## config.mk

```make
export PLATFORM = sky130hd
export DESIGN_NAME = ext_irq_ctrl
export DESIGN_NICKNAME = d
export VERILOG_FILES = /design/src/rtl/ext_irq_pkg.sv /design/src/rtl/eirq_sync.sv /design/src/rtl/eirq_detect.sv /design/src/rtl/eirq_regs.sv /design/src/rtl/ext_irq_ctrl.sv
export SDC_FILE = /design/constraint.sdc
export NUM_CORES = 1
export LEC_CHECK = 0
export BUFFER_PORTS_ARGS = -buffer_cell sky130_fd_sc_hd__clkbuf_2
export CAP_MARGIN = 10
export CORE_ASPECT_RATIO = 1.1
export CORE_UTILIZATION = 40
export CTS_BUF_LIST = sky130_fd_sc_hd__clkbuf_4 sky130_fd_sc_hd__clkbuf_8 sky130_fd_sc_hd__clkbuf_16
export DETAILED_ROUTE_END_ITERATION = 8
export PLACE_DENSITY = 0.61
export RECOVER_POWER = 25
export REMOVE_ABC_BUFFERS = 1
export SYNTH_ARGS = -nofsm -noshare
export SYNTH_HDL_FRONTEND = slang
export SYNTH_SLANG_ARGS = --single-unit
```

## constraint.sdc

```tcl
create_clock -name clk -period 1.4 [get_ports clk]
set_clock_uncertainty 0.1 [all_clocks]
set_input_delay 0.14 -clock clk [delete_from_list [all_inputs] [get_ports clk]]
set_output_delay 0.14 -clock clk [all_outputs]
set_load 0.02 [all_outputs]
```

## src/rtl/ext_irq_pkg.sv

```systemverilog
package ext_irq_pkg;
  typedef enum logic [1:0] {
    SENSE_LOW  = 2'd0,
    SENSE_FALL = 2'd1,
    SENSE_RISE = 2'd2,
    SENSE_BOTH = 2'd3
  } sense_e;

  localparam int unsigned OFS_CTRL  = 0;
  localparam int unsigned OFS_SENSE = 2;
  localparam int unsigned OFS_REQ   = 4;

  localparam int unsigned CTRL_LVL_BIT  = 15;
  localparam int unsigned CTRL_EDGE_BIT = 8;
  localparam int unsigned CTRL_FLAG_BIT = 1;
endpackage

```

## src/rtl/eirq_sync.sv

```systemverilog
module eirq_sync #(
  parameter int unsigned W = 9
) (
  input  logic         clk,
  input  logic         rst_n,
  input  logic [W-1:0] pin_in,
  output logic [W-1:0] cur,
  output logic [W-1:0] last
);
  logic [W-1:0] meta_q;
  logic [W-1:0] cur_q;
  logic [W-1:0] last_q;

  // Preset high: the idle level of every default sense mode.
  always_ff @(posedge clk or negedge rst_n) begin
    if (!rst_n) begin
      meta_q <= '1;
      cur_q  <= '1;
      last_q <= '1;
    end else begin
      meta_q <= pin_in;
      cur_q  <= meta_q;
      last_q <= cur_q;
    end
  end

  assign cur  = cur_q;
  assign last = last_q;

  // each stage adds exactly one cycle
  assert_two_stage_R12: assert property (@(posedge clk) disable iff (!rst_n)
    cur_q == $past(meta_q));
  assert_prev_value_R12: assert property (@(posedge clk) disable iff (!rst_n)
    last_q == $past(cur_q));
endmodule

```

## src/rtl/eirq_detect.sv

```systemverilog
module eirq_detect
  import ext_irq_pkg::*;
#(
  parameter int unsigned N = 8
) (
  input  logic [N-1:0]   cur,
  input  logic [N-1:0]   last,
  input  logic [2*N-1:0] sense_flat,
  output logic [N-1:0]   hit
);
  for (genvar g = 0; g < N; g++) begin : g_chan
    sense_e mode;
    logic   fell;
    logic   rose;
    assign mode = sense_e'(sense_flat[2*g +: 2]);
    assign fell = last[g] & ~cur[g];
    assign rose = ~last[g] & cur[g];
    always_comb begin
      unique case (mode)
        SENSE_LOW:  hit[g] = ~cur[g];
        SENSE_FALL: hit[g] = fell;
        SENSE_RISE: hit[g] = rose;
        SENSE_BOTH: hit[g] = fell | rose;
        default:    hit[g] = 1'b0;
      endcase
    end
  end
endmodule

```

## src/rtl/eirq_regs.sv

```systemverilog
module eirq_regs
  import ext_irq_pkg::*;
#(
  parameter int unsigned N      = 8,
  parameter int unsigned DATA_W = 16,
  parameter int unsigned ADDR_W = 3
) (
  input  logic              clk,
  input  logic              rst_n,
  input  logic              bus_sel,
  input  logic              bus_wr,
  input  logic [ADDR_W-1:0] bus_addr,
  input  logic [DATA_W-1:0] bus_wdata,
  output logic [DATA_W-1:0] bus_rdata,
  input  logic [N-1:0]      irq_hit,
  input  logic              nmi_cur,
  input  logic              nmi_last,
  output logic [2*N-1:0]    sense_flat,
  output logic [N-1:0]      req,
  output logic              nmi_flag
);
  localparam int unsigned SW = 2 * N;

  logic [SW-1:0] sense_q;
  logic [N-1:0]  req_q;
  logic          edge_sel_q;
  logic          flag_q;
  logic          wr_ctrl, wr_sense, wr_req;
  logic          nmi_hit;

  assign wr_ctrl  = bus_sel & bus_wr & (bus_addr == ADDR_W'(OFS_CTRL));
  assign wr_sense = bus_sel & bus_wr & (bus_addr == ADDR_W'(OFS_SENSE));
  assign wr_req   = bus_sel & bus_wr & (bus_addr == ADDR_W'(OFS_REQ));

  // Selected polarity of the synchronised non-maskable pin.
  assign nmi_hit = edge_sel_q ? (nmi_cur & ~nmi_last) : (~nmi_cur & nmi_last);

  // A new request beats a clear in the same cycle.
  always_ff @(posedge clk or negedge rst_n) begin
    if (!rst_n) begin
      sense_q    <= '0;
      req_q      <= '0;
      edge_sel_q <= 1'b0;
      flag_q     <= 1'b0;
    end else begin
      if (wr_sense) sense_q <= bus_wdata[SW-1:0];
      if (wr_ctrl) edge_sel_q <= bus_wdata[CTRL_EDGE_BIT];
      req_q  <= (wr_req ? (req_q & bus_wdata[N-1:0]) : req_q) | irq_hit;
      flag_q <= (wr_ctrl ? (flag_q & bus_wdata[CTRL_FLAG_BIT]) : flag_q) | nmi_hit;
    end
  end

  always_comb begin
    bus_rdata = '0;
    unique case (bus_addr)
      ADDR_W'(OFS_CTRL): begin
        bus_rdata[CTRL_LVL_BIT]  = nmi_cur;
        bus_rdata[CTRL_EDGE_BIT] = edge_sel_q;
        bus_rdata[CTRL_FLAG_BIT] = flag_q;
      end
      ADDR_W'(OFS_SENSE): bus_rdata[SW-1:0] = sense_q;
      ADDR_W'(OFS_REQ):   bus_rdata[N-1:0]  = req_q;
      default:            bus_rdata = '0;
    endcase
  end

  assign sense_flat = sense_q;
  assign req        = req_q;
  assign nmi_flag   = flag_q;

  assert_req_hold_R6: assert property (@(posedge clk) disable iff (!rst_n)
    (!wr_req && irq_hit == '0) |=> req_q == $past(req_q));
  assert_req_clear_R6: assert property (@(posedge clk) disable iff (!rst_n)
    (wr_req && irq_hit == '0) |=> req_q == ($past(req_q) & $past(bus_wdata[N-1:0])));
  assert_hit_wins_R2: assert property (@(posedge clk) disable iff (!rst_n)
    1'b1 |=> (req_q & $past(irq_hit)) == $past(irq_hit));
  assert_flag_clear_R10: assert property (@(posedge clk) disable iff (!rst_n)
    (wr_ctrl && !bus_wdata[CTRL_FLAG_BIT] && !nmi_hit) |=> !flag_q);
  assert_flag_hold_R9: assert property (@(posedge clk) disable iff (!rst_n)
    (!wr_ctrl && !nmi_hit) |=> $stable(flag_q));
  assert_flag_set_R9: assert property (@(posedge clk) disable iff (!rst_n)
    nmi_hit |=> flag_q);
endmodule

```

## src/rtl/ext_irq_ctrl.sv

```systemverilog
module ext_irq_ctrl
  import ext_irq_pkg::*;
#(
  parameter int unsigned NUM_IRQ = 8,
  parameter int unsigned DATA_W  = 16,
  parameter int unsigned ADDR_W  = 3
) (
  input  logic               clk,
  input  logic               rst_n,
  input  logic [NUM_IRQ-1:0] irq_pin,
  input  logic               nmi_pin,
  input  logic               bus_sel,
  input  logic               bus_wr,
  input  logic [ADDR_W-1:0]  bus_addr,
  input  logic [DATA_W-1:0]  bus_wdata,
  output logic [DATA_W-1:0]  bus_rdata,
  output logic [NUM_IRQ-1:0] irq_req,
  output logic               nmi_req
);
  localparam int unsigned PINS = NUM_IRQ + 1;

  logic [PINS-1:0]      s_cur, s_last;
  logic [NUM_IRQ-1:0]   hit;
  logic [2*NUM_IRQ-1:0] sense_flat;
  logic [NUM_IRQ-1:0]   req;
  logic                 flag;

  eirq_sync #(.W(PINS)) u_sync (
    .clk    (clk),
    .rst_n  (rst_n),
    .pin_in ({nmi_pin, irq_pin}),
    .cur    (s_cur),
    .last   (s_last)
  );

  eirq_detect #(.N(NUM_IRQ)) u_detect (
    .cur        (s_cur[NUM_IRQ-1:0]),
    .last       (s_last[NUM_IRQ-1:0]),
    .sense_flat (sense_flat),
    .hit        (hit)
  );

  eirq_regs #(.N(NUM_IRQ), .DATA_W(DATA_W), .ADDR_W(ADDR_W)) u_regs (
    .clk        (clk),
    .rst_n      (rst_n),
    .bus_sel    (bus_sel),
    .bus_wr     (bus_wr),
    .bus_addr   (bus_addr),
    .bus_wdata  (bus_wdata),
    .bus_rdata  (bus_rdata),
    .irq_hit    (hit),
    .nmi_cur    (s_cur[NUM_IRQ]),
    .nmi_last   (s_last[NUM_IRQ]),
    .sense_flat (sense_flat),
    .req        (req),
    .nmi_flag   (flag)
  );

  assign irq_req = req;
  assign nmi_req = flag;

  // outputs quiet while reset is held
  always_comb begin
    if (!rst_n) assert_quiet_in_reset_R11: assert (irq_req == '0 && !nmi_req);
  end
endmodule

```

==> impl_metrics.json <==
{
  "outcome": "finished, violations left",
  "violations": "setup timing",
  "end_kind": "output pin",
  "drt_iter0_markers": 59,
  "synth-edff-count": 0,
  "antenna_cells": 0,
  "clk_pin_slew_ns": 0.10,
  "antenna_found_initial": 0,
  "vias": 1891,
  "dp_worst_setup_slack_ns": -0.0913,
  "ys_seq_area_share_pct": 55.2,
  "area_delta_synth_final_pct": 41.6,
  "hold-worst-slack_ns": 0.236,
  "slowest_stage": "dfstp_2",
  "grt_pass1_wl_um": 8940,
  "power_switching_uw": 1000,
  "p_int_uw": 2560,
  "overflow": 0,
  "power_leakage_uw": 0.00165,
  "synth-async-reset-ratio_pct": 100,
  "post-place-cells": 341,
  "clock-sinks": 53,
  "path_class": "reg2out",
  "post-route-period-util_pct": 112,
  "avgViaCountPerCell": 4.79,
  "r2r-start": "u_sync.cur[6]",
  "gp_congestion": 0.758,
  "critical-path-max-stage-delay_ns": 0.57,
  "start_kind": "flop",
  "crit_start": "u_sync.cur[8]",
  "drc": 0,
  "maxCapViolations": 0,
  "rsz0062_at_grt": "true",
  "dr.pass1.iters": 3,
  "die-height_um": 84.3,
  "fp.dieW_um": 76.8,
  "grt.total_usage_pct": 17.9,
  "num_io_pins": 57,
  "rows": 29,
  "arrival_ns": 1.32,
  "peakVddDrop_v": 0.000596,
  "pwr-share-clk_pct": 23.8,
  "min_from": "bus_addr[2]",
  "fmax_ghz": 0.641,
  "first_global_vias": 1931,
  "cts_max_level": 2,
  "io_buffers": 56,
  "setup_viol": 2,
  "start_util_pct": 42.2,
  "r2r_end": "u_regs.req[6]",
  "drive_above_1_share_pct": 50.6,
  "slew_headroom_pct": 53.5,
  "wl_per_cell_um": 13.7,
  "synth_area_sq_um": 2460,
  "path_delay_family": "flip-flops",
  "ant_nets": 0,
  "numCtsBuffers": 5,
  "final.setup.worst_slack_ns": -0.161,
  "grt_max_degree": 54,
  "synthFlopType": "dfstp_2",
  "powerDensity_nw_per_um2": 1020,
  "rrSetupSlack_ns": 0.06,
  "cts_tree": "built",
  "drv_slew": 0,
  "min_period_ns": 1.56,
  "ys_ff_latch": 53,
  "critPathBufInv": 1,
  "crit_chain": "mux2i_1 -> nor3_1 -> buf_2",
  "wl_um": 5400,
  "worstRegToRegCells": 5,
  "hpwl_um": 3700,
  "cp-endpoint": "bus_rdata[15]",
  "cts-root-buf": "clkbuf_8",
  "crit_required_ns": 1.16,
  "final_cell_count_no_fill": 395,
  "path_depth": 3,
  "min_path_type": "in2reg",
  "synth_warnings": 0,
  "clk_path_buf_depth": 2,
  "p_sw_share_pct": 28.2,
  "path_max_fanout": 4,
  "finalHoldViolCount": 0,
  "pwr-share-comb_pct": 23.5,
  "syn-instance-count": 201,
  "p_total_uw": 3560,
  "seqPwrFrac_pct": 52.7,
  "dpl_cell_area_sq_um": 2910,
  "fin_area_sq_um": 3490,
  "nNetsFinal": 365,
  "tightest_slew_ns": 0.698,
  "postSynthAreaPerCell_sq_um": 12.3,
  "clock_latency_ns": 0.31,
  "core_sq_um": 5840,
  "fp.dieArea_sq_um": 6470,
  "synth_cell_type_count": 24
}
-- power groups by stage --
stage               combinational (uW)  sequential (uW)  clock (uW)
detailed placement                 589             1940           0
CTS                                781             1870         894
finish                             838             1880         849
floorplan                          364             1900           0
global placement                   575             1940           0
global route                       927             1900         954
-- cell usage after synthesis, drive strengths merged, types with 4 or more instances --
library cell  instances  share of area [%]
nor2                 15                2.3
mux2                 17                9.3
nand2                11                1.7
a22oi                 7                2.1
o211ai               17                5.2
dfrtp                26                 26
o21ai                 8                1.6
nand2b                4                1.0
clkbuf                5               0.76
ha                   16                8.1
mux2i                 7                2.8
or2b                  4                1.2
a21oi                 4               0.81
and3                  6                1.5
inv                  16                2.4
dfstp                27                 29
-- sequential cells by signal (all words and copies together) (netlist names) --
name,flops
u_regs.edge_sel_q,1
u_regs.req,8
u_sync.last,9
u_regs.sense_flat,16
u_regs.nmi_flag,1
u_sync.cur,9
u_sync.meta_q,9
-- worst register-to-register path: stages (launching register included) --
cell and delay (ns):
dfstp_2 0.57, inv_2 0.06, ha_4 0.25, nand2_1 0.04, o211ai_1 0.10, o211ai_1 0.11
-- cells by family (layout without fill, tap and decap cells) --
family	count (synthesis)	after routing	synth area share, %
AOI/OAI and AO/OA	38	38	10.4
adders and majority gates	16	16	8.13
buffers and inverters	24	141	4.57
DFF	53	53	55.2
muxes	24	24	12.1
and+or+nand+nor	46	46	9.50
-- final cells by class --
type | instances | area, sq um
Fill cell | 505 | 2360
Multi-Input combinational cell | 124 | 1060
Inverter | 16 | 60.1
Clock inverter | 3 | 17.5
Clock buffer | 5 | 68.8
Tap cell | 77 | 96.3
Timing Repair Buffer | 117 | 815
Sequential cell | 53 | 1360
-- worst min path at each step --
stage | to | slack, ns | depth (start not counted)
3_5_place_dp | u_regs.sense_flat[10] | 0.06 | 2
3_3_place_gp | u_regs.req[2] | 0.06 | 2
4_1_cts | u_regs.req[0] | 0.21 | 5
5_1_grt | u_sync.cur[1] | 0.26 | 0
6_report | u_regs.req[0] | 0.24 | 5
2_1_floorplan | u_regs.edge_sel_q | -0.26 | 0
-- metrics by stage --
stage          setup TNS [ns]  util, %
2_1_floorplan           -6.13        -
3_3_place_gp           -0.327     49.8
3_5_place_dp           -0.302     49.8
4_1_cts                -0.260     57.1
5_1_grt                -0.411     59.7
6_report               -0.189     59.7
-- repair_timing --
item                       4_1_cts  5_1_grt
pin swaps                        0        8
hold buffers                    26        0
hold endpoints to repair        79        0
gates resized for setup          4       24
setup endpoints to repair        9       19
buffers inserted                 9       11
-- routing by layer --
metal	GRT usage, %	share of wire (%)
met3	3.59	3.4
met4	8.22	2.1
met1	22.1	45
met5	0	0
met2	30.2	49
-- cell usage in the layout (no fill, tap or decap), types with 3 or more instances in the layout --
cell type      netlist  routed
or2b_1               4       4
buf_2                0       3
nand2_1             11      10
dfrtp_1             26      23
o211ai_1            17      17
mux2i_1              7       7
dfrtp_2              0       3
mux2_4              10      10
and3_1               6       6
a22oi_2              0       5
clkbuf_2             0      50
o21ai_0              8       8
ha_1                16      13
dlygate4sd3_1        0      26
dfstp_2             27      27
buf_4                0      36
mux2_2               7       7
clkbuf_8             0       5
inv_1               16      13
ha_4                 0       3
nand2b_1             4       4
nor2_1              15      14
a21oi_1              4       4
inv_2                0       3
No activity file was read; power rests on OpenSTA's default activity.
